File: config.mk
export PLATFORM = sky130hd
export DESIGN_NAME = pinirq_unit
export DESIGN_NICKNAME = d
export VERILOG_FILES = /design/src/rtl/pinirq_pkg.sv /design/src/rtl/pinirq_line.sv /design/src/rtl/pinirq_regs.sv /design/src/rtl/pinirq_unit.sv
export SDC_FILE = /design/constraint.sdc
export NUM_CORES = 1
export LEC_CHECK = 0
export CORE_MARGIN = 4
export CORE_UTILIZATION = 25
export CTS_BUF_LIST = sky130_fd_sc_hd__clkbuf_2
export CTS_CLUSTER_SIZE = 25
export DETAILED_ROUTE_END_ITERATION = 16
export SETUP_SLACK_MARGIN = 0.2
export SYNTH_ARGS = -nofsm -noshare
export SYNTH_HDL_FRONTEND = slang
export SYNTH_HIERARCHICAL = 1
export SYNTH_SLANG_ARGS = --single-unit
File: constraint.sdc
create_clock -name clk -period 5.2 [get_ports clk]
set_clock_uncertainty 0.2 [all_clocks]
set_input_delay 1.3 -clock clk [delete_from_list [all_inputs] [get_ports clk]]
set_output_delay 1.3 -clock clk [all_outputs]
set_load 0.02 [all_outputs]
File: src/rtl/pinirq_pkg.sv
package pinirq_pkg;

  localparam logic [11:0] OFS_SENSE = 12'h404;
  localparam logic [11:0] OFS_BOTH  = 12'h408;
  localparam logic [11:0] OFS_EVENT = 12'h40C;
  localparam logic [11:0] OFS_EN    = 12'h410;
  localparam logic [11:0] OFS_RAW   = 12'h414;
  localparam logic [11:0] OFS_MASK  = 12'h418;
  localparam logic [11:0] OFS_CLR   = 12'h41C;

  typedef enum logic [2:0] {
    SEL_NONE, SEL_SENSE, SEL_BOTH, SEL_EVENT, SEL_EN, SEL_RAW, SEL_MASK, SEL_CLR
  } reg_sel_e;

endpackage

File: src/rtl/pinirq_line.sv
module pinirq_line (
  input  logic clk,
  input  logic rst,
  input  logic pin_i,
  input  logic sense_i,
  input  logic both_i,
  input  logic event_i,
  input  logic clr_i,
  output logic raw_q,
  output logic raw_d
);

  logic prev_q;
  logic rise, fall, hit, lvl;

  always_comb begin
    rise  = pin_i & ~prev_q;
    fall  = ~pin_i & prev_q;
    hit   = both_i ? (rise | fall) : (event_i ? rise : fall);
    lvl   = (pin_i == event_i);
    // a fresh edge overrides a clear in the same cycle
    raw_d = sense_i ? lvl : ((raw_q & ~clr_i) | hit);
  end

  always_ff @(posedge clk) begin
    if (rst) begin
      prev_q <= 1'b0;
      raw_q  <= 1'b0;
    end else begin
      prev_q <= pin_i;
      raw_q  <= raw_d;
    end
  end

  p_level_track_r3: assert property (@(posedge clk) disable iff (rst)
    sense_i |=> raw_q == $past(pin_i == event_i));

  p_both_edge_r5: assert property (@(posedge clk) disable iff (rst)
    (!sense_i && both_i && (pin_i != prev_q)) |=> raw_q);

  p_edge_hold_r7: assert property (@(posedge clk) disable iff (rst)
    (!sense_i && raw_q && !clr_i) |=> raw_q);

  p_clear_r7: assert property (@(posedge clk) disable iff (rst)
    (!sense_i && clr_i && (pin_i == prev_q)) |=> !raw_q);

endmodule

File: src/rtl/pinirq_regs.sv
module pinirq_regs
  import pinirq_pkg::*;
#(
  parameter int NLINES = 8,
  parameter int ADDR_W = 12
) (
  input  logic              clk,
  input  logic              rst,
  input  logic              bus_sel,
  input  logic              bus_wr,
  input  logic [ADDR_W-1:0] bus_addr,
  input  logic [NLINES-1:0] bus_wdata,
  input  logic [NLINES-1:0] raw_q,
  output logic [NLINES-1:0] sense_q,
  output logic [NLINES-1:0] both_q,
  output logic [NLINES-1:0] event_q,
  output logic [NLINES-1:0] en_q,
  output logic [NLINES-1:0] en_d,
  output logic [NLINES-1:0] clr_vec,
  output logic [NLINES-1:0] bus_rdata
);

  reg_sel_e sel;
  logic     wr;

  always_comb begin
    case (bus_addr)
      ADDR_W'(OFS_SENSE): sel = SEL_SENSE;
      ADDR_W'(OFS_BOTH):  sel = SEL_BOTH;
      ADDR_W'(OFS_EVENT): sel = SEL_EVENT;
      ADDR_W'(OFS_EN):    sel = SEL_EN;
      ADDR_W'(OFS_RAW):   sel = SEL_RAW;
      ADDR_W'(OFS_MASK):  sel = SEL_MASK;
      ADDR_W'(OFS_CLR):   sel = SEL_CLR;
      default:            sel = SEL_NONE;
    endcase
    wr      = bus_sel & bus_wr;
    en_d    = (wr && sel == SEL_EN) ? bus_wdata : en_q;
    clr_vec = (wr && sel == SEL_CLR) ? bus_wdata : '0;
  end

  always_ff @(posedge clk) begin
    if (rst) begin
      sense_q <= '0;
      both_q  <= '0;
      event_q <= '0;
      en_q    <= '0;
    end else begin
      en_q <= en_d;
      if (wr) begin
        case (sel)
          SEL_SENSE: sense_q <= bus_wdata;
          SEL_BOTH:  both_q  <= bus_wdata;
          SEL_EVENT: event_q <= bus_wdata;
          default:   ;
        endcase
      end
    end
  end

  always_ff @(posedge clk) begin
    if (rst) begin
      bus_rdata <= '0;
    end else if (bus_sel && !bus_wr) begin
      case (sel)
        SEL_SENSE: bus_rdata <= sense_q;
        SEL_BOTH:  bus_rdata <= both_q;
        SEL_EVENT: bus_rdata <= event_q;
        SEL_EN:    bus_rdata <= en_q;
        SEL_RAW:   bus_rdata <= raw_q;
        SEL_MASK:  bus_rdata <= raw_q & en_q;
        default:   bus_rdata <= '0;
      endcase
    end
  end

  p_cfg_hold_r2: assert property (@(posedge clk) disable iff (rst)
    !wr |=> ($stable(sense_q) && $stable(both_q) && $stable(event_q) && $stable(en_q)));

  p_rdata_idle_r2: assert property (@(posedge clk) disable iff (rst)
    !bus_sel |=> $stable(bus_rdata));

endmodule

File: src/rtl/pinirq_unit.sv
module pinirq_unit #(
  parameter int NLINES = 8,
  parameter int ADDR_W = 12
) (
  input  logic              clk,
  input  logic              rst,
  input  logic [NLINES-1:0] pin_in,
  input  logic              bus_sel,
  input  logic              bus_wr,
  input  logic [ADDR_W-1:0] bus_addr,
  input  logic [NLINES-1:0] bus_wdata,
  output logic [NLINES-1:0] bus_rdata,
  output logic              irq_out
);

  logic [NLINES-1:0] sense_q, both_q, event_q, en_q, en_d, clr_vec;
  logic [NLINES-1:0] raw_q, raw_d;
  logic              irq_q;

  pinirq_regs #(.NLINES(NLINES), .ADDR_W(ADDR_W)) u_regs (
    .clk      (clk),
    .rst      (rst),
    .bus_sel  (bus_sel),
    .bus_wr   (bus_wr),
    .bus_addr (bus_addr),
    .bus_wdata(bus_wdata),
    .raw_q    (raw_q),
    .sense_q  (sense_q),
    .both_q   (both_q),
    .event_q  (event_q),
    .en_q     (en_q),
    .en_d     (en_d),
    .clr_vec  (clr_vec),
    .bus_rdata(bus_rdata)
  );

  for (genvar g = 0; g < NLINES; g++) begin : g_line
    pinirq_line u_line (
      .clk    (clk),
      .rst    (rst),
      .pin_i  (pin_in[g]),
      .sense_i(sense_q[g]),
      .both_i (both_q[g]),
      .event_i(event_q[g]),
      .clr_i  (clr_vec[g]),
      .raw_q  (raw_q[g]),
      .raw_d  (raw_d[g])
    );
  end

  // registered request, aligned with the status flops
  always_ff @(posedge clk) begin
    if (rst) irq_q <= 1'b0;
    else     irq_q <= |(raw_d & en_d);
  end

  assign irq_out = irq_q;

  p_irq_or_r10: assert property (@(posedge clk) disable iff (rst)
    irq_out == |(raw_q & en_q));

endmodule

After elaboration in Yosys (flattened, before gate mapping):

Index checks and enable logic that the tools add are counted.

* $add $sub $neg: 0
* multipliers: 0
* div/mod/pow operators: 0
* magnitude comparators: 0
* equal/unequal tests: 22
* shift operators: 0
* multiplexer cells: 28
* bitwise gates (word level): 67
* reduce and logical (&&, ||, !) cells: 8

Operators by type and width (number)
* $eq A12 B11 Y1 const B: 7
* $pmux W8 S6: 1
* $and A1 B1 Y1: 25
* $mux W1: 24
* $not A1 Y1: 24
* $pmux W3 S7: 1
* $and A8 B8 Y8: 2
* $mux W8: 2
* $or A1 B1 Y1: 16
* $eq A3 B3 Y1 const B: 4
* $eq A1 B1 Y1: 8
* $reduce_or A8 Y1: 1
* $eq A3 B2 Y1 const B: 2
* $reduce_and A2 Y1: 3
* $eq A3 B1 Y1 const B: 1
* $logic_and A1 B1 Y1: 3
* $logic_not A1 Y1: 1

* bits in registers: 57
* bits in latches: 0
* memory bits (writable): 0
* bits in read-only memories: 0
* bits of input ports: 32
* output and inout bits: 9
* logic and storage cells: 147
* memories: 0

Depth between registers and ports, before layout:

* depth after elaboration: 11
* mapped depth: 10
* gate-level depth less buffers: 9

Hierarchy:

The synthesis kept the hierarchy.

Modules (own cells, without submodules)
* pinirq_regs: times used 1, cells each 203, area an instance 1970.6 µm², seq. area each 800.8 µm²
* pinirq_line: times used 8, cells each 15, area an instance 158.9 µm², seq. area each 40.0 µm²
* pinirq_unit: times used 1, cells each 6, area an instance 58.8 µm², seq. area each 20.0 µm²

Least setup slack after synthesis:

Ideal clock, no wire load.

* path type: input-to-reg
* start point: in bus_addr[9]
* end point: reg irq_q (netlist: irq_out)
* library setup time: 0.135 ns
* arrival: 3.056 ns
* required time: 4.865 ns
* slack: 1.808 ns
* cell stages on the path: 9
* path buffers: 0
* cells stage by stage: nor4b_4 > nand3_1 > nor2_1 > and2_1 > and2b_2 > a2111oi_4 > a21oi_1 > a22oi_1 > a41oi_1

* cells in the longest elaborated chain, start to end: 11
* elaborated cells between the ends (all ways): 48
* classes of those cells: eq/ne: 9; mux: 11; bitwise: 25; reduce/logical: 3

RTL lines
* from (decl): RTL line pinirq_unit.sv:10 `input logic [ADDR_W-1:0] bus_addr,`
* $eq A12 B11 Y1: RTL line pinirq_regs.sv:27 `case (bus_addr)`
* $pmux W3 S7 *: RTL line pinirq_regs.sv:27
* $eq A3 B3 Y1 *: RTL line pinirq_regs.sv:39 `clr_vec = (wr && sel == SEL_CLR) ? bus_wdata : '0;`
* $logic_and A1 B1 Y1 *: RTL line pinirq_regs.sv:39
* $mux W8 *: RTL line pinirq_regs.sv:39
* named net clr_vec[7]: RTL line pinirq_unit.sv:16 `logic [NLINES-1:0] sense_q, both_q, event_q, en_q, en_d, clr_vec;`
* $not A1 Y1 *: RTL line pinirq_line.sv:22 `raw_d = sense_i ? lvl : ((raw_q & ~clr_i) | hit);`
* $and A1 B1 Y1 *: RTL line pinirq_line.sv:22
* $or A1 B1 Y1 *: RTL line pinirq_line.sv:22
* $mux W1 *: RTL line pinirq_line.sv:22
* named net raw_d[7]: RTL line pinirq_unit.sv:17 `logic [NLINES-1:0] raw_q, raw_d;`
* $and A8 B8 Y8 *: RTL line pinirq_unit.sv:54 `else irq_q <= |(raw_d & en_d);`
* $reduce_or A8 Y1 *: RTL line pinirq_unit.sv:54
* to (signal assigned): RTL line pinirq_unit.sv:54
* to (decl): RTL line pinirq_unit.sv:18 `logic irq_q;`

Mark *: on every way through the listed nets, which the timed path passes. The rest lies on a longest branch.
A chain may end at the register's enable or synchronous reset.

Worst setup path after layout:

Ends and elaborated chain as after synthesis.

==> run summary <==
Hold Path Depth -> 2
post-synthesis cell count -> 329
Post-DP Area -> 3900 sq um
Final Hold Vio Count -> 0
Final Wtd Congestion -> 0.792
pin count of the biggest net entering global routing -> 47
Final Cycle Share -> 75.3%
die width -> 123 um
CP Launch Type -> primary input
Hold-fix buffers, CTS -> 0
CTS sink cnt -> 57
Yosys Warn Count -> 6
Buf+Inv Stages, Crit Path -> 1
Setup WS pre-CTS -> 757 ps
Yosys cell types -> 39
first-pass GRT wire length -> 13400 um
R2R cell count -> 7
Final Cell Area -> 4000 sq um
initial antenna violation count -> 0
Post-synth EDFFs -> 0
min cycle time layout -> 3910 ps
slowest cell on the critical path -> nor2_1
post-synthesis async set-or-reset flop share -> 0%
M1 wire length -> 3820 um
P_leak -> 1.70 nW
type of the worst setup path -> primary input to flop
DIE AREA -> 15100 sq um
cell family with the largest share of critical-path delay -> simple AND/OR/NAND/NOR gates
die height -> 123 um
commonest non-fill, non-tap cell in the layout -> dfxtp_1
all-layer global routing usage -> 11.6%
post-synth net total -> 377
commonest non-fill, non-tap cells in the layout -> dfxtp_1, clkdlybuf4s50_1, nor2_1, mux2i_1, inv_1
Overall Power -> 0.832 mW
Iter 0 DRT Violations -> 115
maximum vdd drop -> 126 uV
hold worst-path end -> u_regs/bus_rdata[5]$_SDFFE_PP0P_
drt total wl -> 8190 um
Rows -> 41
CP arrival -> 4060 ps
CTS max path bufs -> 2
vias in the first global route -> 2605
Core Region -> 12800 sq um
Final HPWL DP -> 5930 um
Final Max Slew Viols -> 0
clk root buf -> clkbuf_2
CTS tree -> done
Port Buf Inserts -> 40
Final ANT Viol Nets -> 0
postcts setup bufs -> 0
post-CTS resize count -> 0
status -> completed
Setup Viol. Count Final -> 0
critical path endpoint category -> flop
Ports -> 41
routed via count -> 2566
ant diodes -> 0
fmax -> 255 MHz
Critical R2R Launch -> g_line[0].u_line/prev_q$_SDFF_PP0_
DR WL/cell -> 14.9 um
Synth Flop Type -> dfxtp_1
FF-to-FF End -> irq_out$_SDFF_PP0_
worst-path maximum fanout -> 8
Initial Util -> 25.8%
total negative slack -> 0 ps
unrepaired setup endpoints after global routing -> false
DRC -> 0
Filler Cells Inserted -> 1323
clk slew on worst S/H paths -> 160 ps
WL met2 -> 4030 um
final worst setup slack -> 1290 ps
power density cells -> 208 nW/um^2
met3 WL -> 226 um
worst hold path type -> flop to flop
P&R area growth vs syn -> 21.2%
Clk Latency, worst-skew pair -> 460 ps
maxcap violations -> 0
slew margin rel. -> 44.0%
reg2reg setup slack -> 3180 ps
GRT overflow -> 0
CTS HTree Levels -> 3
synthesized cell area -> 3300 sq um
First-pass DRT Iterations -> 4
Synth Register Bits -> 57
layout cells sized above 1 -> 15.4%
CP cell instances -> clkdlybuf4s50_1, nor4b_4, nand3_1, nor2_1, and2_1, and2b_2, a2111oi_4, a21oi_1, a22oi_1, a41oi_1
Post-Syn Area per Cell -> 10.0 sq um
post-layout net count -> 420
Slew @ Worst Pin -> 837 ps
register area share after synthesis -> 34.6%
slowest stage delay, CP -> 490 ps
DR top layer -> met4
Worst EP required -> 5340 ps
vias per cell -> 4.67
Hold Crit Start -> u_regs/bus_rdata[5]$_SDFFE_PP0P_
TritonCTS buffer count -> 9
how the worst max path moves through the flow:
stage,from,slack (ps),end,cells past startpoint
after floorplan,bus_addr[9],1810,irq_out$_SDFF_PP0_,9
after global routing,bus_addr[9],1110,irq_out$_SDFF_PP0_,10
after global placement,bus_addr[9],810,irq_out$_SDFF_PP0_,10
after detailed placement,bus_addr[9],760,irq_out$_SDFF_PP0_,10
final,bus_addr[9],1290,irq_out$_SDFF_PP0_,10
after CTS,bus_addr[9],1300,irq_out$_SDFF_PP0_,10
registers in the layout, summed over array words and instances, names as in the netlist:
name and count:
u_regs/bus_rdata 8, u_regs/event_q 8, irq_out 1, u_regs/sense_q 8, u_regs/both_q 8, u_regs/en_q 8, g_line.u_line/raw_q 8, g_line.u_line/prev_q 8
kinds of logic after synthesis:
logic type               share of synthesized area (%)
AO/OA/AOI/OAI                                     19.1
XOR/XNOR                                          2.12
adder cells (fa/ha/maj)                           6.07
buffers and inverters                             4.55
flip-flops                                        34.6
multiplexers                                      16.1
AND/OR/NAND/NOR                                   17.4
layout make-up:
type                       count  area [sq um]  share of cell area [%]
multi-input combinational    233          2010                    50.2
clock buffer                  12          60.1                    1.50
clock inverter                 4          43.8                    1.09
sequential                    57          1140                    28.5
timing repair buffer          45           433                    10.8
inverter                      26          97.6                    2.44
tap                          172           215                    5.38
worst reg2reg max path: cells and delay by family (launching register included):
family | cells | cell delay, ps
adders and majority gates | 1 | 170
buffers and inverters | 1 | 50
DFF | 1 | 360
muxes | 1 | 270
AOI/OAI and AO/OA | 4 | 880
per-layer routing:
metal  global-route usage [%]  vias to the layer above
li1                         -                     1271
met3                     2.61                        9
met5                        0                        -
met1                     14.3                     1237
met2                     19.8                       49
met4                     4.06                        0
where the power goes:
| group | switching (mW) | total [mW] | internal (mW) |
|---|---|---|---|
| Sequential | 0.00398 | 0.448 | 0.444 |
| Combinational | 0.0517 | 0.107 | 0.0550 |
| Clock | 0.163 | 0.277 | 0.114 |
| Total | 0.218 | 0.832 | 0.613 |
synth_stat cells, types with 2 or more instances:
cell        n  area, sq um
a2111oi_4   8          220
a211oi_1    8         60.1
a21oi_1    10         50.1
a221oi_1    7         61.3
a22oi_1     5         37.5
a32o_1      7         70.1
and2_1      9         56.3
and2b_2     8         70.1
buf_1       2         7.51
buf_2       3         15.0
clkbuf_1    8         30.0
dfxtp_1    57         1140
ha_1       16          200
inv_1      26         97.6
mux2_2     10          113
mux2_4      8          120
mux2i_1    30          300
nand2_1     9         33.8
nand3_1     2         10.0
nand4_1     5         31.3
nor2_1     35          131
nor2b_1    18          113
nor3b_1     2         15.0
nor4b_4     2         47.6
nor4bb_1    3         30.0
o21ai_1     7         35.0
o2bb2ai_1   5         43.8
xor2_1      8         70.1
per-stage QoR:
step	hold slack (ps)	util [%]	instances
2_1_floorplan	293	-	329
3_3_place_gp	245	30.5	533
3_5_place_dp	246	30.5	533
4_1_cts	265	31.3	549
5_1_grt	299	31.3	549
6_report	261	31.3	549
Note: power is estimated with default switching activity, not from simulation.
